**config.mk**
```make
export PLATFORM = sky130hd
export DESIGN_NAME = cra_gate
export DESIGN_NICKNAME = d
export VERILOG_FILES = /design/src/rtl/cra_pkg.sv /design/src/rtl/cra_decode.sv /design/src/rtl/cra_store.sv /design/src/rtl/cra_resp.sv /design/src/rtl/cra_gate.sv
export SDC_FILE = /design/constraint.sdc
export NUM_CORES = 1
export LEC_CHECK = 0
export ABC_CLOCK_PERIOD_IN_PS = 3360
export BUFFER_PORTS_ARGS = -buffer_cell sky130_fd_sc_hd__buf_2
export CAP_MARGIN = 0
export CORE_MARGIN = 2
export CORE_UTILIZATION = 35
export DETAILED_ROUTE_END_ITERATION = 7
export PLACE_DENSITY = 0.76
export SYNTH_ARGS = -nofsm -noshare
export SYNTH_HDL_FRONTEND = slang
export SYNTH_SLANG_ARGS = --single-unit
```
**constraint.sdc**
```tcl
create_clock -name clk -period 3.36 [get_ports clk]
set_input_delay 0.336 -clock clk [delete_from_list [all_inputs] [get_ports clk]]
set_output_delay 0.336 -clock clk [all_outputs]
set_load 0.01 [all_outputs]
```
**src/rtl/cra_pkg.sv**
```systemverilog
package cra_pkg;

  typedef enum logic [1:0] {
    LVL_USER = 2'd0,
    LVL_OS   = 2'd1,
    LVL_HYP  = 2'd2,
    LVL_TOP  = 2'd3
  } lvl_e;

  typedef enum logic [2:0] {
    OC_NONE     = 3'd0,
    OC_UNDEF    = 3'd1,
    OC_TRAP_HYP = 3'd2,
    OC_TRAP_TOP = 3'd3,
    OC_MEM      = 3'd4,
    OC_DIRECT   = 3'd5
  } outcome_e;

  localparam int NUM_OC = 5;

  typedef struct packed {
    logic nest_en;
    logic nest_mem;
    logic hyp_en;
    logic top_present;
    logic top_fgt_en;
    logic halted;
    logic sdd;
  } ctl_t;

  // Outcome for an access made at the OS level
  function automatic outcome_e os_outcome(input ctl_t c);
    if (c.hyp_en && c.nest_en && c.nest_mem) return OC_MEM;
    if (c.hyp_en && c.nest_en)               return OC_TRAP_HYP;
    return OC_UNDEF;
  endfunction

  // Outcome for an access made at the hypervisor level
  function automatic outcome_e hyp_outcome(input ctl_t c, input logic halt_prio);
    logic top_blocks;
    top_blocks = c.top_present && !c.top_fgt_en;
    if (c.halted && c.sdd && halt_prio && top_blocks) return OC_UNDEF;
    if (top_blocks) begin
      if (c.halted && c.sdd) return OC_UNDEF;
      return OC_TRAP_TOP;
    end
    return OC_DIRECT;
  endfunction

  // Fixed-priority decision across all levels
  function automatic outcome_e decide(input logic vld, input lvl_e lvl,
                                      input ctl_t c, input logic halt_prio);
    if (!vld) return OC_NONE;
    unique case (lvl)
      LVL_USER: return OC_UNDEF;
      LVL_OS:   return os_outcome(c);
      LVL_HYP:  return hyp_outcome(c, halt_prio);
      default:  return OC_DIRECT;
    endcase
  endfunction

  // One-hot expansion, bit order {direct, mem, trap_top, trap_hyp, undef}
  function automatic logic [NUM_OC-1:0] to_onehot(input outcome_e oc);
    logic [NUM_OC-1:0] v;
    v = '0;
    for (int i = 0; i < NUM_OC; i++) v[i] = (oc == outcome_e'(i + 1));
    return v;
  endfunction

endpackage

```
**src/rtl/cra_decode.sv**
```systemverilog
module cra_decode
  import cra_pkg::*;
#(
  parameter logic HALT_PRIO = 1'b0
) (
  input  logic              acc_vld,
  input  logic [1:0]        acc_lvl,
  input  ctl_t              ctl,
  output outcome_e          oc,
  output logic [NUM_OC-1:0] oc_vec
);
  assign oc     = decide(acc_vld, lvl_e'(acc_lvl), ctl, HALT_PRIO);
  assign oc_vec = to_onehot(oc);
endmodule

```
**src/rtl/cra_store.sv**
```systemverilog
module cra_store #(
  parameter int REG_W = 64
) (
  input  logic             clk,
  input  logic             rst_n,
  input  logic             wr_commit,
  input  logic [REG_W-1:0] wr_data,
  output logic [REG_W-1:0] reg_q
);
  always_ff @(posedge clk or negedge rst_n) begin
    if (!rst_n)         reg_q <= '0;
    else if (wr_commit) reg_q <= wr_data;
  end
endmodule

```
**src/rtl/cra_resp.sv**
```systemverilog
module cra_resp #(
  parameter int          REG_W   = 64,
  parameter int          SYN_W   = 6,
  parameter int          OFS_W   = 12,
  parameter logic [SYN_W-1:0] TRAP_SYN = 6'h18,
  parameter logic [OFS_W-1:0] MEM_OFS  = 12'h1E8
) (
  input  logic             is_trap,
  input  logic             is_mem,
  input  logic             is_rd_direct,
  input  logic [REG_W-1:0] reg_q,
  output logic [SYN_W-1:0] syndrome,
  output logic [OFS_W-1:0] mem_ofs,
  output logic [REG_W-1:0] rd_data
);
  assign syndrome = is_trap      ? TRAP_SYN : '0;
  assign mem_ofs  = is_mem       ? MEM_OFS  : '0;
  assign rd_data  = is_rd_direct ? reg_q    : '0;
endmodule

```
**src/rtl/cra_gate.sv**
```systemverilog
module cra_gate
  import cra_pkg::*;
#(
  parameter int   REG_W     = 64,
  parameter int   SYN_W     = 6,
  parameter int   OFS_W     = 12,
  parameter logic HALT_PRIO = 1'b0
) (
  input  logic             clk,
  input  logic             rst_n,
  input  logic             acc_vld,
  input  logic             acc_wr,
  input  logic [1:0]       acc_lvl,
  input  logic             nest_en,
  input  logic             nest_mem,
  input  logic             hyp_en,
  input  logic             top_present,
  input  logic             top_fgt_en,
  input  logic             dbg_halted,
  input  logic             dbg_sdd,
  input  logic [REG_W-1:0] wr_data,
  output logic             res_undef,
  output logic             res_trap_hyp,
  output logic             res_trap_top,
  output logic             res_mem,
  output logic             res_direct,
  output logic [SYN_W-1:0] res_syndrome,
  output logic [OFS_W-1:0] res_mem_ofs,
  output logic [REG_W-1:0] rd_data
);
  ctl_t              ctl;
  outcome_e          oc;
  logic [NUM_OC-1:0] oc_vec;
  logic              wr_commit;
  logic              rd_direct;
  logic [REG_W-1:0]  reg_q;

  assign ctl = '{nest_en: nest_en, nest_mem: nest_mem, hyp_en: hyp_en,
                 top_present: top_present, top_fgt_en: top_fgt_en,
                 halted: dbg_halted, sdd: dbg_sdd};

  cra_decode #(.HALT_PRIO(HALT_PRIO)) u_dec (
    .acc_vld (acc_vld),
    .acc_lvl (acc_lvl),
    .ctl     (ctl),
    .oc      (oc),
    .oc_vec  (oc_vec)
  );

  assign res_undef    = oc_vec[0];
  assign res_trap_hyp = oc_vec[1];
  assign res_trap_top = oc_vec[2];
  assign res_mem      = oc_vec[3];
  assign res_direct   = oc_vec[4];

  assign wr_commit = (oc == OC_DIRECT) && acc_wr;
  assign rd_direct = (oc == OC_DIRECT) && !acc_wr;

  cra_store #(.REG_W(REG_W)) u_store (
    .clk       (clk),
    .rst_n     (rst_n),
    .wr_commit (wr_commit),
    .wr_data   (wr_data),
    .reg_q     (reg_q)
  );

  cra_resp #(.REG_W(REG_W), .SYN_W(SYN_W), .OFS_W(OFS_W)) u_resp (
    .is_trap      ((oc == OC_TRAP_HYP) || (oc == OC_TRAP_TOP)),
    .is_mem       (oc == OC_MEM),
    .is_rd_direct (rd_direct),
    .reg_q        (reg_q),
    .syndrome     (res_syndrome),
    .mem_ofs      (res_mem_ofs),
    .rd_data      (rd_data)
  );
endmodule

```
==> impl_results.html <==
<table>
<tr><th>Metric</th><th>Value</th></tr>
<tr><th colspan="2">Floorplan</th></tr>
<tr><td>Height of the chip</td><td>102 µm</td></tr>
<tr><td>Initial cell density of the core</td><td>a little over a third</td></tr>
<tr><td>Number of top-level design ports</td><td>about 160</td></tr>
<tr><td>Overall die width</td><td>around 100 µm</td></tr>
<tr><td>Number of cell rows</td><td>35</td></tr>
<tr><td>Total core area</td><td>around 9300 µm²</td></tr>
<tr><td>Die Area</td><td>~10000 µm²</td></tr>
<tr><th colspan="2">Timing</th></tr>
<tr><td>Number of hold violations in the final report</td><td>0</td></tr>
<tr><td>Slew at the pin closest to its max-slew limit</td><td>a little over 0.7 ns</td></tr>
<tr><td>Final clock skew</td><td>0 ns</td></tr>
<tr><td>Total Neg Setup Slack</td><td>0 ns</td></tr>
<tr><td>Final Slew Violations</td><td>0</td></tr>
<tr><td>Setup repair after global routing missed its margin</td><td>false</td></tr>
<tr><td>Minimum clock period after layout</td><td>around 1.9 ns</td></tr>
<tr><td>Max Freq</td><td>roughly 530 MHz</td></tr>
<tr><td>Part of the cycle the worst path needs</td><td>between 50% and 60%</td></tr>
<tr><td>Headroom to the max-slew limit</td><td>approximately 52%</td></tr>
<tr><td>Final setup vio count</td><td>0</td></tr>
<tr><th colspan="2">Finish</th></tr>
<tr><td>Layout cells sized above 1</td><td>roughly three fifths</td></tr>
<tr><td>Register ranked first by flip-flop count</td><td>u_store.reg_q</td></tr>
<tr><td>Number of antenna diodes</td><td>0</td></tr>
<tr><td>Synth-to-layout area growth</td><td>26.8%</td></tr>
<tr><td>Number of flip-flops in the largest register</td><td>64</td></tr>
<tr><td>Top Registers</td><td>u_store.reg_q (64)</td></tr>
<tr><td># fillers</td><td>around 860</td></tr>
<tr><td>Seq. cell area</td><td>~1600 µm²</td></tr>
<tr><td>Multi-input gate area</td><td>1510 µm²</td></tr>
<tr><td>Layout Nets</td><td>approximately 460</td></tr>
<tr><th colspan="2">Clocking</th></tr>
<tr><td>Number of buffers inserted by post-CTS setup repair</td><td>0</td></tr>
<tr><td>Largest buffer count on any clock path</td><td>2</td></tr>
<tr><td>Register clock-pin slew on the reported worst setup and hold paths</td><td>roughly 0.07 ns</td></tr>
<tr><td>CTS resizes</td><td>0</td></tr>
<tr><td>Hold-fix buffers, CTS</td><td>0</td></tr>
<tr><td>Latest clock arrival within the worst-skew pair</td><td>~0.32 ns</td></tr>
<tr><td>CTS H-tree depth</td><td>3</td></tr>
<tr><td>Clock tree from TritonCTS</td><td>yes</td></tr>
<tr><td>Number of buffers added by the clock tree synthesis step</td><td>9</td></tr>
<tr><td>Clock root buffer</td><td>sky130_fd_sc_hd__clkbuf_8</td></tr>
<tr><td>Clock sink total</td><td>64</td></tr>
<tr><th colspan="2">Routing</th></tr>
<tr><td>Number of DRC violations after detailed routing</td><td>0</td></tr>
<tr><td>DRT Wirelength</td><td>just under 7000 µm</td></tr>
<tr><td>Vias after detailed routing</td><td>between 2000 and 2500</td></tr>
<tr><td>Initial DRT Pass Iterations</td><td>4</td></tr>
<tr><td>Post-detailed-route count of antenna-violating nets</td><td>0</td></tr>
<tr><td>DR WL/cell</td><td>13.4 µm</td></tr>
<tr><td>Via-per-instance ratio</td><td>4.25</td></tr>
<tr><td>Drt first-iter violations</td><td>30</td></tr>
<tr><th colspan="2">Power and ir drop</th></tr>
<tr><td>Leak</td><td>2.43 nW</td></tr>
<tr><td>Clock network fraction of total power</td><td>between 30% and 40%</td></tr>
<tr><td>Switching power as a share of total power</td><td>around a quarter</td></tr>
<tr><td>Power share of the sequential group</td><td>slightly below 50%</td></tr>
<tr><td>Peak supply drop</td><td>about 0.21 mV</td></tr>
<tr><td>Internal power</td><td>1.57 mW</td></tr>
<tr><td>Switch Pwr</td><td>0.503 mW</td></tr>
<tr><td>Comb power frac</td><td>around a fifth</td></tr>
<tr><td>Final Power</td><td>2.07 mW</td></tr>
<tr><td>Power density of the placed cells</td><td>488 nW/µm²</td></tr>
<tr><th colspan="2">Flow run</th></tr>
<tr><td>Number of violations of the max-capacitance limit</td><td>0</td></tr>
<tr><th colspan="2">Global route</th></tr>
<tr><td>Pin count of the biggest net entering global routing</td><td>65</td></tr>
<tr><td>Wire length of the first global-routing pass</td><td>roughly 11000 µm</td></tr>
<tr><td>Antenna violations before repair</td><td>0</td></tr>
<tr><td>Global route total overflow</td><td>0</td></tr>
<tr><td>Vias in the first global route</td><td>2250</td></tr>
<tr><td>All-Layer GR Usage</td><td>13.3%</td></tr>
<tr><th colspan="2">Critical path</th></tr>
<tr><td>CP max stage delay</td><td>about 0.42 ns</td></tr>
<tr><td>Nature of the critical path endpoint</td><td>output pin</td></tr>
<tr><td>Critical path arrival</td><td>approximately 1.5 ns</td></tr>
<tr><td>Library cell appearing most often on the critical path</td><td>sky130_fd_sc_hd__buf_2</td></tr>
<tr><td>Critical path startpoint category</td><td>primary input</td></tr>
<tr><td>Critical Setup Path Class</td><td>in2out</td></tr>
<tr><td>Critical-path maximum fanout</td><td>64</td></tr>
<tr><td>Worst path required time</td><td>between 3 and 4 ns</td></tr>
<tr><td>Cell with the largest stage delay on the worst path</td><td>sky130_fd_sc_hd__buf_4</td></tr>
<tr><td>Cells along the critical path</td><td>buf_2, nor3b_4, nor3_2, buf_4, and2_1, buf_2</td></tr>
<tr><th colspan="2">Place</th></tr>
<tr><td>Port buffer count</td><td>~150</td></tr>
<tr><td>Final estimated routing congestion in global placement</td><td>about 0.72</td></tr>
<tr><td>Sum of net half-perimeters after detailed placement</td><td>approximately 5000 µm</td></tr>
<tr><th colspan="2">Synthesis</th></tr>
<tr><td>Proportion of synthesized chip area in sequential cells</td><td>between 40% and 50%</td></tr>
<tr><td>Netlist area before placement</td><td>between 3000 and 4000 µm²</td></tr>
<tr><td>Library cells used by synthesis</td><td>21</td></tr>
<tr><td>Count of synthesis-stage warnings from yosys</td><td>0</td></tr>
<tr><td>Count of mapped cells out of synthesis</td><td>~240</td></tr>
<tr><td>Register bit count reported by yosys</td><td>64</td></tr>
<tr><td>Mean cell area of the mapped netlist</td><td>around 14 µm²</td></tr>
<tr><th colspan="2">Status</th></tr>
<tr><td>Result of the run</td><td>finished clean</td></tr>
<tr><th colspan="2">Worst hold path</th></tr>
<tr><td>Path type of the worst min-delay path</td><td>in2async</td></tr>
</table>
power by group through the flow:
stage          combinational, mW  sequential [mW]  clock, mW
3_3_place_gp               0.415             1.02          0
4_1_cts                    0.433             1.01      0.662
5_1_grt                    0.463             1.03      0.696
2_1_floorplan              0.330            0.994          0
3_5_place_dp               0.432             1.02          0
6_report                   0.425             1.01      0.637
layer usage:
| layer | GRT usage, % | part of all wire (%) |
|---|---|---|
| met4 | 5.54 | 1.6 |
| met1 | 16.7 | 45 |
| met2 | 21.5 | 45 |
| met3 | 3.90 | 8.7 |
| met5 | 0 | 0 |
cells in the mapped netlist:
master                     count  area share, %
sky130_fd_sc_hd__or3_2         1           0.22
sky130_fd_sc_hd__nand2_1       3           0.34
sky130_fd_sc_hd__nand3_1       3           0.45
sky130_fd_sc_hd__nor3b_4       1           0.56
sky130_fd_sc_hd__conb_1        1           0.11
sky130_fd_sc_hd__buf_6         1           0.34
sky130_fd_sc_hd__and2_1       64             12
sky130_fd_sc_hd__and4bb_2      1           0.37
sky130_fd_sc_hd__nor2_1        2           0.22
sky130_fd_sc_hd__a21boi_0      1           0.22
sky130_fd_sc_hd__nor4b_1       1           0.26
sky130_fd_sc_hd__clkbuf_1      6           0.67
sky130_fd_sc_hd__buf_4        18            4.0
sky130_fd_sc_hd__mux2_4       60             27
sky130_fd_sc_hd__a21oi_1       1           0.15
sky130_fd_sc_hd__nor3_1        1           0.15
sky130_fd_sc_hd__dfrtp_1      64             48
sky130_fd_sc_hd__buf_12        6            3.6
sky130_fd_sc_hd__or3b_1        1           0.26
sky130_fd_sc_hd__nand2_2       1           0.19
sky130_fd_sc_hd__mux2_2        4            1.3
layout make-up:
| class | instances | share of cell area [%] |
|---|---|---|
| flip-flops and latches | 64 | 37.6 |
| multi-input cells | 156 | 35.5 |
| repair buffers | 155 | 18.7 |
| well taps | 129 | 3.79 |
| clock buffers | 11 | 3.32 |
| clock inverters | 4 | 1.06 |
cells by family (layout without fill, tap and decap cells):
group	after synthesis	count (layout)	share of synthesized area, %
AO/OA/AOI/OAI	2	2	0.373
multiplexers	64	64	28.2
other	1	11	0.112
flip-flops	64	64	47.7
buffers and inverters	31	170	8.62
AND/OR/NAND/NOR	79	79	15.0
metrics by stage:
| step | area [µm²] | instances | util, % | setup WS [ns] | hold WS [ns] |
|---|---|---|---|---|---|
| 2_1_floorplan | 3390 | 251 | - | 1.61 | 0.0404 |
| 3_3_place_gp | 4070 | 504 | 43.8 | 1.20 | 0.426 |
| 3_5_place_dp | 4070 | 504 | 43.8 | 1.16 | 0.435 |
| 4_1_cts | 4250 | 519 | 45.8 | 1.47 | 0.0640 |
| 5_1_grt | 4250 | 519 | 45.8 | 1.37 | 0.100 |
| 6_report | 4250 | 519 | 45.8 | 1.49 | 0.0530 |
worst max-delay path, delay by kind of cell:
kind | cells | cell delay [ns]
AND/OR/NAND/NOR | 3 | 0.51
buffers and inverters | 3 | 0.64
path summary, 6_finish.rpt:
kind	slack, ns	to	depth (start not counted)	start
max	1.49	rd_data[21]	6	top_present
min	0.05	u_store.reg_q[17]$_DFFE_PN0P_	1	rst_n
max reg2reg	2.59	u_store.reg_q[21]$_DFFE_PN0P_	1	u_store.reg_q[21]$_DFFE_PN0P_
min in group clk	0.23	u_store.reg_q[52]$_DFFE_PN0P_	2	wr_data[52]
min reg2reg	0.50	u_store.reg_q[27]$_DFFE_PN0P_	1	u_store.reg_q[27]$_DFFE_PN0P_
max in group asynchronous	2.40	u_store.reg_q[13]$_DFFE_PN0P_	2	rst_n
placed cells by master, fill, tap and decap left out, drive strengths merged, types with 2 or more instances in the layout:
master and n:
buf 155, mux2 64, and2 64, nand3 3
dfrtp 64, clkbuf 11, clkinv 3, nor2 2
nand2 4, conb 11
No activity file was read; power rests on OpenSTA's default activity.
